File: config.mk
export PLATFORM = sky130hd
export DESIGN_NAME = evt_timer
export DESIGN_NICKNAME = d
export VERILOG_FILES = /design/src/rtl/evt_timer_pkg.sv /design/src/rtl/evt_main_counter.sv /design/src/rtl/evt_channel.sv /design/src/rtl/evt_timer.sv
export SDC_FILE = /design/constraint.sdc
export NUM_CORES = 2
export LEC_CHECK = 0
export BUFFER_PORTS_ARGS = -buffer_cell sky130_fd_sc_hd__buf_2
export CORE_MARGIN = 2
export CORE_UTILIZATION = 40
export CTS_CLUSTER_DIAMETER = 150
export DETAILED_ROUTE_END_ITERATION = 8
export PLACE_DENSITY = 0.63
export SETUP_SLACK_MARGIN = 0.02
export SYNTH_ARGS = -nofsm -noshare
export SYNTH_HDL_FRONTEND = slang
export SYNTH_SLANG_ARGS = --single-unit
File: constraint.sdc
create_clock -name clk -period 3.3 [get_ports clk]
set_clock_uncertainty 0.15 [all_clocks]
set_input_delay 0.495 -clock clk [delete_from_list [all_inputs] [get_ports clk]]
set_output_delay 0.495 -clock clk [all_outputs]
set_load 0.01 [all_outputs]
File: src/rtl/evt_timer_pkg.sv
// Package: shared register offsets and channel configuration layout for
// the event timer. Assumes 12-bit byte addresses and 8-byte registers.
package evt_timer_pkg;

    localparam logic [11:0] OFS_CAP  = 12'h000;
    localparam logic [11:0] OFS_GCFG = 12'h010;
    localparam logic [11:0] OFS_STS  = 12'h020;
    localparam logic [11:0] OFS_CNT  = 12'h0F0;
    localparam int          CH_BASE_IDX = 8;     // 0x100 >> 5
    localparam int          CH_STRIDE_LG = 5;    // 0x20 bytes per channel

    // channel configuration bit positions
    localparam int CB_LEVEL    = 1;
    localparam int CB_IE       = 2;
    localparam int CB_PER      = 3;
    localparam int CB_PER_CAP  = 4;
    localparam int CB_WIDE_CAP = 5;
    localparam int CB_VS       = 6;
    localparam int CB_M32      = 8;
    localparam int CB_ROUTE_LO = 9;
    localparam int ROUTE_W     = 5;

    typedef struct packed {
        logic [ROUTE_W-1:0] route;
        logic               m32;
        logic               vs;
        logic               per;
        logic               ie;
        logic               lvl;
    } ch_cfg_t;

endpackage

File: src/rtl/evt_main_counter.sv
// Module: the free-running main up-counter.
// Assumes: a load is honoured only while the counter is stopped.
module evt_main_counter #(
    parameter int CNT_W = 64
) (
    input  logic             clk,
    input  logic             rst_n,
    input  logic             run,
    input  logic             load,
    input  logic [CNT_W-1:0] load_val,
    output logic [CNT_W-1:0] cnt
);

    logic [CNT_W-1:0] cnt_q;

    // advance while running, accept software loads only when stopped
    always_ff @(posedge clk) begin
        if (!rst_n) begin
            cnt_q <= '0;
        end else if (run) begin
            cnt_q <= cnt_q + 1'b1;
        end else if (load) begin
            cnt_q <= load_val;
        end
    end

    assign cnt = cnt_q;

endmodule

File: src/rtl/evt_channel.sv
// Module: one comparator channel with its configuration, comparator,
// period, level status and interrupt output.
// Assumes: cfg_we and cmp_we never assert together (distinct addresses);
// CNT_W is at least 33 and at most 64.
module evt_channel
    import evt_timer_pkg::*;
#(
    parameter int          CNT_W      = 64,
    parameter logic [31:0] ROUTE_MASK = 32'h0000_FFFF
) (
    input  logic             clk,
    input  logic             rst_n,
    input  logic             run,
    input  logic [CNT_W-1:0] cnt,
    input  logic             cfg_we,
    input  logic             cmp_we,
    input  logic             sts_clr,
    input  logic [63:0]      wdata,
    output logic [63:0]      cfg_rd,
    output logic [63:0]      cmp_rd,
    output logic             sts,
    output logic             lvl,
    output logic             vs,
    output logic             irq
);

    localparam logic [CNT_W-1:0] LOW_MASK = CNT_W'({32{1'b1}});

    ch_cfg_t          cfg_q;
    logic [CNT_W-1:0] cmp_q;
    logic [CNT_W-1:0] per_q;
    logic             sts_q;
    logic             pulse_q;

    logic             eq;
    logic             match;
    logic [CNT_W-1:0] reload;
    logic [CNT_W-1:0] wr_val;

    // comparison over the full width or, in 32-bit mode, the low half
    always_comb begin
        if (cfg_q.m32) begin
            eq = (cnt[31:0] == cmp_q[31:0]);
        end else begin
            eq = (cnt == cmp_q);
        end
        match = run && eq;
    end

    // next comparator after a periodic match, and masked software value
    always_comb begin
        reload = cmp_q + per_q;
        wr_val = wdata[CNT_W-1:0];
        if (cfg_q.m32) begin
            reload = reload & LOW_MASK;
            wr_val = wr_val & LOW_MASK;
        end
    end

    // configuration register; value-set bit self-clears on comparator write
    always_ff @(posedge clk) begin
        if (!rst_n) begin
            cfg_q <= '0;
        end else if (cfg_we) begin
            cfg_q.lvl   <= wdata[CB_LEVEL];
            cfg_q.ie    <= wdata[CB_IE];
            cfg_q.per   <= wdata[CB_PER];
            cfg_q.vs    <= wdata[CB_VS];
            cfg_q.m32   <= wdata[CB_M32];
            cfg_q.route <= wdata[CB_ROUTE_LO +: ROUTE_W];
        end else if (cmp_we) begin
            cfg_q.vs <= 1'b0;
        end
    end

    // comparator: software write wins over a periodic reload
    always_ff @(posedge clk) begin
        if (!rst_n) begin
            cmp_q <= '0;
        end else if (cmp_we) begin
            cmp_q <= wr_val;
        end else if (match && cfg_q.per) begin
            cmp_q <= reload;
        end
    end

    // period register captured on a value-set comparator write
    always_ff @(posedge clk) begin
        if (!rst_n) begin
            per_q <= '0;
        end else if (cmp_we && cfg_q.per && cfg_q.vs) begin
            per_q <= wr_val;
        end
    end

    // level status: hardware set beats a write-1 clear in the same cycle
    always_ff @(posedge clk) begin
        if (!rst_n) begin
            sts_q <= 1'b0;
        end else if (cfg_we && !wdata[CB_LEVEL]) begin
            sts_q <= 1'b0;
        end else if (match && cfg_q.lvl) begin
            sts_q <= 1'b1;
        end else if (sts_clr) begin
            sts_q <= 1'b0;
        end
    end

    // one-cycle pulse for edge-mode matches
    always_ff @(posedge clk) begin
        if (!rst_n) begin
            pulse_q <= 1'b0;
        end else begin
            pulse_q <= match && cfg_q.ie && !cfg_q.lvl;
        end
    end

    // read-back words and interrupt output
    always_comb begin
        cfg_rd                           = '0;
        cfg_rd[63:32]                    = ROUTE_MASK;
        cfg_rd[CB_ROUTE_LO +: ROUTE_W]   = cfg_q.route;
        cfg_rd[CB_M32]                   = cfg_q.m32;
        cfg_rd[CB_VS]                    = cfg_q.vs;
        cfg_rd[CB_WIDE_CAP]              = 1'b1;
        cfg_rd[CB_PER_CAP]               = 1'b1;
        cfg_rd[CB_PER]                   = cfg_q.per;
        cfg_rd[CB_IE]                    = cfg_q.ie;
        cfg_rd[CB_LEVEL]                 = cfg_q.lvl;
        cmp_rd                           = 64'(cmp_q);
        irq = cfg_q.lvl ? (sts_q && cfg_q.ie) : pulse_q;
    end

    assign sts = sts_q;
    assign lvl = cfg_q.lvl;
    assign vs  = cfg_q.vs;

endmodule

File: src/rtl/evt_timer.sv
// Module: top of the multi-comparator event timer. Decodes the register
// port, holds the global configuration, instantiates the main counter and
// NUM_CH channels, and registers read data.
// Assumes: 64-bit aligned accesses; misaligned accesses are ignored;
// NUM_CH is between 1 and 32.
module evt_timer
    import evt_timer_pkg::*;
#(
    parameter int          NUM_CH     = 3,
    parameter int          CNT_W      = 64,
    parameter logic [7:0]  REVISION   = 8'h01,
    parameter logic [15:0] VENDOR     = 16'h0001,
    parameter logic [31:0] TICK_FS    = 32'd10_000_000,
    parameter logic [31:0] ROUTE_MASK = 32'h0000_FFFF
) (
    input  logic              clk,
    input  logic              rst_n,
    input  logic              reg_wr,
    input  logic              reg_rd,
    input  logic [11:0]       reg_addr,
    input  logic [63:0]       reg_wdata,
    output logic [63:0]       reg_rdata,
    output logic [NUM_CH-1:0] irq
);

    localparam logic [4:0] CH_LAST = 5'(NUM_CH - 1);
    localparam logic [63:0] CAP_WORD = {TICK_FS, VENDOR, 1'b0, 1'b0, 1'b1,
                                        CH_LAST, REVISION};

    logic              run_q;
    logic              legacy_q;
    logic              aligned;
    logic              hit_cap;
    logic              hit_gcfg;
    logic              hit_sts;
    logic              hit_cnt;
    logic              cnt_load;
    logic [CNT_W-1:0]  cnt;
    logic [NUM_CH-1:0] ch_cfg_hit;
    logic [NUM_CH-1:0] ch_cmp_hit;
    logic [NUM_CH-1:0] ch_cfg_we;
    logic [NUM_CH-1:0] ch_cmp_we;
    logic [NUM_CH-1:0] ch_sts_clr;
    logic [NUM_CH-1:0] ch_sts;
    logic [NUM_CH-1:0] ch_lvl;
    logic [NUM_CH-1:0] ch_vs;
    logic [63:0]       ch_cfg_rd [NUM_CH];
    logic [63:0]       ch_cmp_rd [NUM_CH];
    logic [63:0]       rd_mux;

    // decode of the global registers
    always_comb begin
        aligned  = (reg_addr[2:0] == 3'b000);
        hit_cap  = aligned && (reg_addr[11:3] == OFS_CAP[11:3]);
        hit_gcfg = aligned && (reg_addr[11:3] == OFS_GCFG[11:3]);
        hit_sts  = aligned && (reg_addr[11:3] == OFS_STS[11:3]);
        hit_cnt  = aligned && (reg_addr[11:3] == OFS_CNT[11:3]);
        cnt_load = reg_wr && hit_cnt;
    end

    // global configuration: run and legacy-route bits
    always_ff @(posedge clk) begin
        if (!rst_n) begin
            run_q    <= 1'b0;
            legacy_q <= 1'b0;
        end else if (reg_wr && hit_gcfg) begin
            run_q    <= reg_wdata[0];
            legacy_q <= reg_wdata[1];
        end
    end

    evt_main_counter #(
        .CNT_W (CNT_W)
    ) u_cnt (
        .clk      (clk),
        .rst_n    (rst_n),
        .run      (run_q),
        .load     (cnt_load),
        .load_val (reg_wdata[CNT_W-1:0]),
        .cnt      (cnt)
    );

    for (genvar n = 0; n < NUM_CH; n++) begin : g_ch
        // per-channel address decode and strobes
        always_comb begin
            ch_cfg_hit[n] = aligned
                && (reg_addr[11:CH_STRIDE_LG] == 7'(CH_BASE_IDX + n))
                && (reg_addr[4:3] == 2'd0);
            ch_cmp_hit[n] = aligned
                && (reg_addr[11:CH_STRIDE_LG] == 7'(CH_BASE_IDX + n))
                && (reg_addr[4:3] == 2'd1);
            ch_cfg_we[n]  = reg_wr && ch_cfg_hit[n];
            ch_cmp_we[n]  = reg_wr && ch_cmp_hit[n];
            ch_sts_clr[n] = reg_wr && hit_sts && reg_wdata[n];
        end

        evt_channel #(
            .CNT_W      (CNT_W),
            .ROUTE_MASK (ROUTE_MASK)
        ) u_ch (
            .clk     (clk),
            .rst_n   (rst_n),
            .run     (run_q),
            .cnt     (cnt),
            .cfg_we  (ch_cfg_we[n]),
            .cmp_we  (ch_cmp_we[n]),
            .sts_clr (ch_sts_clr[n]),
            .wdata   (reg_wdata),
            .cfg_rd  (ch_cfg_rd[n]),
            .cmp_rd  (ch_cmp_rd[n]),
            .sts     (ch_sts[n]),
            .lvl     (ch_lvl[n]),
            .vs      (ch_vs[n]),
            .irq     (irq[n])
        );
    end

    // read data selection
    always_comb begin
        rd_mux = '0;
        if (hit_cap) begin
            rd_mux = CAP_WORD;
        end else if (hit_gcfg) begin
            rd_mux = {62'd0, legacy_q, run_q};
        end else if (hit_sts) begin
            rd_mux = 64'(ch_sts);
        end else if (hit_cnt) begin
            rd_mux = 64'(cnt);
        end else begin
            for (int i = 0; i < NUM_CH; i++) begin
                if (ch_cfg_hit[i]) rd_mux = ch_cfg_rd[i];
                if (ch_cmp_hit[i]) rd_mux = ch_cmp_rd[i];
            end
        end
    end

    // registered read port
    always_ff @(posedge clk) begin
        if (!rst_n) begin
            reg_rdata <= '0;
        end else if (reg_rd) begin
            reg_rdata <= rd_mux;
        end
    end

endmodule

==> impl_metrics.py <==
metrics = {
    "cts": {
        "clock_transition_at_the_register_clock_pins_on_the_worst_setup_and_hold_paths_after_cts_ns": 0.06,
        "numClockSinks": 550,
        "clkLatencyLatePin_ns": 0.65,
        "cts_made_buffers": 70,
        "clock_tree.buffer_depth": 3,
        "cts-root-buf": "sky130_fd_sc_hd__clkbuf_16",
        "cts_tree": "done",
        "htree_num_levels": 3,
    },
    "drt": {
        "drt-wirelength-per-cell_um": 24.2,
        "ant_nets": 0,
        "vias": 43000,
        "drt_iter0_drc": 5456,
        "routed_wl_mm": 174,
        "detail_route.first_pass.iterations": 8,
        "post_drt_via_cell_ratio": 5.99,
        "drcViolationCount": 0,
    },
    "grt": {
        "global_route_wire_length_before_repair_mm": 252,
        "antenna_found_initial": 12,
        "pin_count_of_the_biggest_net_entering_global_routing": 135,
        "overflow_left_after_global_routing": 0,
        "grt_use_total": 0.337,
        "vias_in_the_first_global_route": 39600,
    },
    "worst_setup_path": {
        "critPathSlowestCell": "sky130_fd_sc_hd__o31a_2",
        "cp_data_required_time_ns": 3.66,
        "cp_max_fo": 4,
        "timing.critical_path.arrival_ns": 3.80,
        "cp-end-kind": "register",
        "crit_type": "register to register",
        "worst_setup_path_start_kind": "register",
        "critPathMostFrequentCell": "sky130_fd_sc_hd__buf_6",
        "largest_stage_delay_on_the_critical_path_ns": 0.39,
        "timing.critical_path.cells": "ha_4 -> nand4_1 -> buf_4 -> buf_6 -> nor2_4 -> nand3_4 -> nor3_4 -> nor2_4 -> o31a_1 -> o31a_2 -> buf_6 -> buf_6 -> nand3_2 -> o211ai_1 -> o21ai_2 -> a31oi_1",
    },
    "floorplanning": {
        "die_width_um": 314,
        "design.portCount": 147,
        "floorplan.initialDensity": 0.404,
        "rows": 113,
        "chipHeight_um": 314,
        "core_area_mm2": 0.0950,
        "design.die.area_mm2": 0.0984,
    },
    "layout": {
        "drive_gt1_frac": 0.245,
        "layout.area.seq_mm2": 0.0111,
        "nNetsFinal": 6137,
        "postLayoutCellArea_mm2": 0.0505,
        "instances_no_fill": 7183,
        "area_growth_syn_to_layout_pct": 31.5,
        "multi_input_gate_area_in_the_final_layout_mm2": 0.0275,
        "fillCellCount": 9028,
        "finish.utilization": 0.531,
    },
    "sta": {
        "fin_crit_sh": 1.04,
        "fin_crit_ns": 3.44,
        "maxSlewViolCount": 0,
        "maxClockFrequency_mhz": 291,
        "rsz0062_at_grt": "yes",
        "timing.final.hold_violations": 0,
        "timing.max_slew.rel_slack": 0.434,
        "setup_violations": 15,
        "final_critical_path_setup_slack_ns": -0.140,
        "timing_worst_slew_pin_value_ns": 0.845,
    },
    "synthesis": {
        "simple_gate_portion_of_the_synthesized_area": 0.224,
        "share_of_the_yosys_chip_area_belonging_to_registers": 0.287,
        "synth_mux_area_frac": 0.0142,
        "yosys.area_share.xor_xnor": 0.0941,
        "synth_top_cell_area_share": 0.287,
        "netlist-cell-type-count": 94,
        "yosysWarnings": 0,
        "synth_fa_ha_area_frac": 0.0635,
        "async_reset_ff_frac": 0,
        "synth_top_family_by_area": "compound AO/OA/AOI/OAI gates",
        "synth-compound-area-share": 0.266,
        "synthCells": 5245,
        "synth-edff-count": 0,
        "net_count_after_synthesis": 5518,
        "synth_top_cell_by_area": "sky130_fd_sc_hd__dfxtp_1",
        "netlist_top_cells_area": "sky130_fd_sc_hd__dfxtp_1, sky130_fd_sc_hd__a21oi_1, sky130_fd_sc_hd__nand2_1",
        "synth_flop_cell": "sky130_fd_sc_hd__dfxtp_1",
        "syn_avg_cell_area_um2": 7.31,
        "synth_area_mm2": 0.0384,
        "flip_flop_and_latch_count_after_synthesis": 550,
    },
    "status": {
        "run_status": "finished with violations",
        "violations": "negative setup slack",
    },
    "flow_run": {
        "max_cap_violations": 0,
    },
    "place": {
        "port_buffers": 146,
        "placedCellCount": 6994,
        "place.gp.congestion": 1.01,
        "detailed_place.area_mm2": 0.0454,
        "place_hpwl_mm": 132,
    },
    "power": {
        "worst_ir_drop_vdd_mv": 0.342,
        "clkPwrFrac": 0.538,
        "switching_share": 0.242,
        "leakagePower_uw": 0.0203,
        "sequential_power_share": 0.427,
        "comb_power_share": 0.035,
        "intPower_uw": 11800,
        "power_per_cell_area_mw_per_mm2": 309,
        "p_switching_uw": 3770,
    },
    "hold_path": {
        "min_path_type": "primary input to register",
    },
}
-- critical path, delay by kind of cell, from the launching register on --
family                     cells  cell delay (ns)
AOI/OAI and AO/OA              5             1.13
and+or+nand+nor                6             0.82
buffers and inverters          4             0.60
DFF                            1             0.33
adders and majority gates      1             0.27
-- power groups by stage --
stage / sequential (µW) / clock, µW / combinational [µW]
2_1_floorplan: 6800 / 0 / 187
3_3_place_gp: 6800 / 0 / 510
3_5_place_dp: 6800 / 0 / 511
4_1_cts: 6660 / 8410 / 514
5_1_grt: 6650 / 8640 / 545
6_report: 6660 / 8370 / 546
-- per-layer routing --
layer / up-vias / share of wire / routed length, µm / GRT usage
met4: 14 / 0.041 / 7160 / 0.127
li1: 19900 / - / - / -
met3: 347 / 0.11 / 19200 / 0.0665
met5: - / 0.00054 / 94 / 0
met2: 2203 / 0.41 / 71100 / 0.488
met1: 20500 / 0.44 / 76200 / 0.489
-- layout make-up --
type | count | share of cell area
timing repair buffer | 985 | 0.152
clock inverter | 27 | 0.00806
multi-input combinational | 4195 | 0.544
inverter | 62 | 0.00476
tap | 1265 | 0.0314
antenna | 3 | 0.000149
sequential | 550 | 0.220
clock buffer | 96 | 0.0401
-- synthesized netlist by cell type, types with 30 or more instances --
cell type	count
sky130_fd_sc_hd__o21ai_0	201
sky130_fd_sc_hd__clkbuf_1	359
sky130_fd_sc_hd__o21bai_1	32
sky130_fd_sc_hd__nor3_1	66
sky130_fd_sc_hd__nand3b_1	98
sky130_fd_sc_hd__xnor2_1	293
sky130_fd_sc_hd__mux2i_1	51
sky130_fd_sc_hd__xor2_1	119
sky130_fd_sc_hd__a21oi_1	783
sky130_fd_sc_hd__o21ai_1	69
sky130_fd_sc_hd__inv_1	61
sky130_fd_sc_hd__nor2b_1	30
sky130_fd_sc_hd__nor2_1	424
sky130_fd_sc_hd__buf_2	42
sky130_fd_sc_hd__and3_1	37
sky130_fd_sc_hd__nand3_1	108
sky130_fd_sc_hd__a21o_1	100
sky130_fd_sc_hd__a211oi_1	89
sky130_fd_sc_hd__dfxtp_1	550
sky130_fd_sc_hd__nand2_1	828
sky130_fd_sc_hd__nor4_1	31
sky130_fd_sc_hd__a22oi_1	105
sky130_fd_sc_hd__nand4_1	118
sky130_fd_sc_hd__a311oi_1	32
sky130_fd_sc_hd__a31oi_1	48
sky130_fd_sc_hd__ha_1	190
-- through the flow --
stage,total power (µW),hold WS [ns],worst slack [ns],setup TNS [ns]
2_1_floorplan,6990,0.286,0.0497,0
3_3_place_gp,7310,0.291,-0.513,-15.26
3_5_place_dp,7310,0.297,-0.583,-16.73
4_1_cts,15600,0.0565,-0.0745,-0.140
5_1_grt,15800,0.101,-0.260,-3.98
6_report,15600,0.0900,-0.140,-0.910
-- final timing paths --
check	end	startpoint	slack, ns	cells past startpoint
max	g_ch[0].u_ch.cmp_rd[59]$_SDFFE_PN0P_	g_ch[0].u_ch.per_q[23]$_SDFFE_PN0P_	-0.14	16
min	g_ch[0].u_ch.per_q[21]$_SDFFE_PN0P_	reg_wdata[21]	0.09	3
max reg2reg	g_ch[0].u_ch.cmp_rd[59]$_SDFFE_PN0P_	g_ch[0].u_ch.per_q[23]$_SDFFE_PN0P_	-0.14	16
min reg2reg	g_ch[0].u_ch.per_q[41]$_SDFFE_PN0P_	g_ch[0].u_ch.per_q[41]$_SDFFE_PN0P_	0.30	2
-- cell families (layout without fill, tap and decap cells) --
| kind of cell | after synthesis | in the layout |
|---|---|---|
| DFF | 550 | 550 |
| buffers and inverters | 500 | 1170 |
| xor gates and xnor gates | 412 | 412 |
| other | 0 | 3 |
| and+or+nand+nor | 1861 | 1861 |
| AOI/OAI and AO/OA | 1675 | 1675 |
| adders and majority gates | 193 | 193 |
| muxes | 54 | 54 |
-- layout by cell type (no fill, tap or decap), drive strengths merged, types with 96 or more instances in the layout --
master  instances
nand4         118
nor2          425
buf           985
a21oi         784
o21ai         273
xnor2         293
clkbuf         96
nand2         828
a22oi         105
nand3         108
nand3b         98
ha            190
a21o          100
dfxtp         550
xor2          119
-- sequential cells by signal, indices dropped and copies added, names as in the netlist --
name               cells
g_ch.u_ch.pulse_q      3
g_ch.u_ch.sts          3
g_ch.u_ch.cmp_rd     192
u_cnt.cnt             64
g_ch.u_ch.vs           3
run_q                  1
reg_rdata             64
legacy_q               1
g_ch.u_ch.per_q      192
g_ch.u_ch.cfg_rd      24
g_ch.u_ch.lvl          3
-- what timing repair did --
item | CTS | global route
hold buffers | 0 | 0
gates resized for setup | 187 | 247
pin swaps | 102 | 150
setup buffers | 29 | 39
endpoints found under the hold margin | 0 | 0
endpoints found under the setup margin | 141 | 156
Note: power is estimated with default switching activity, not from simulation.
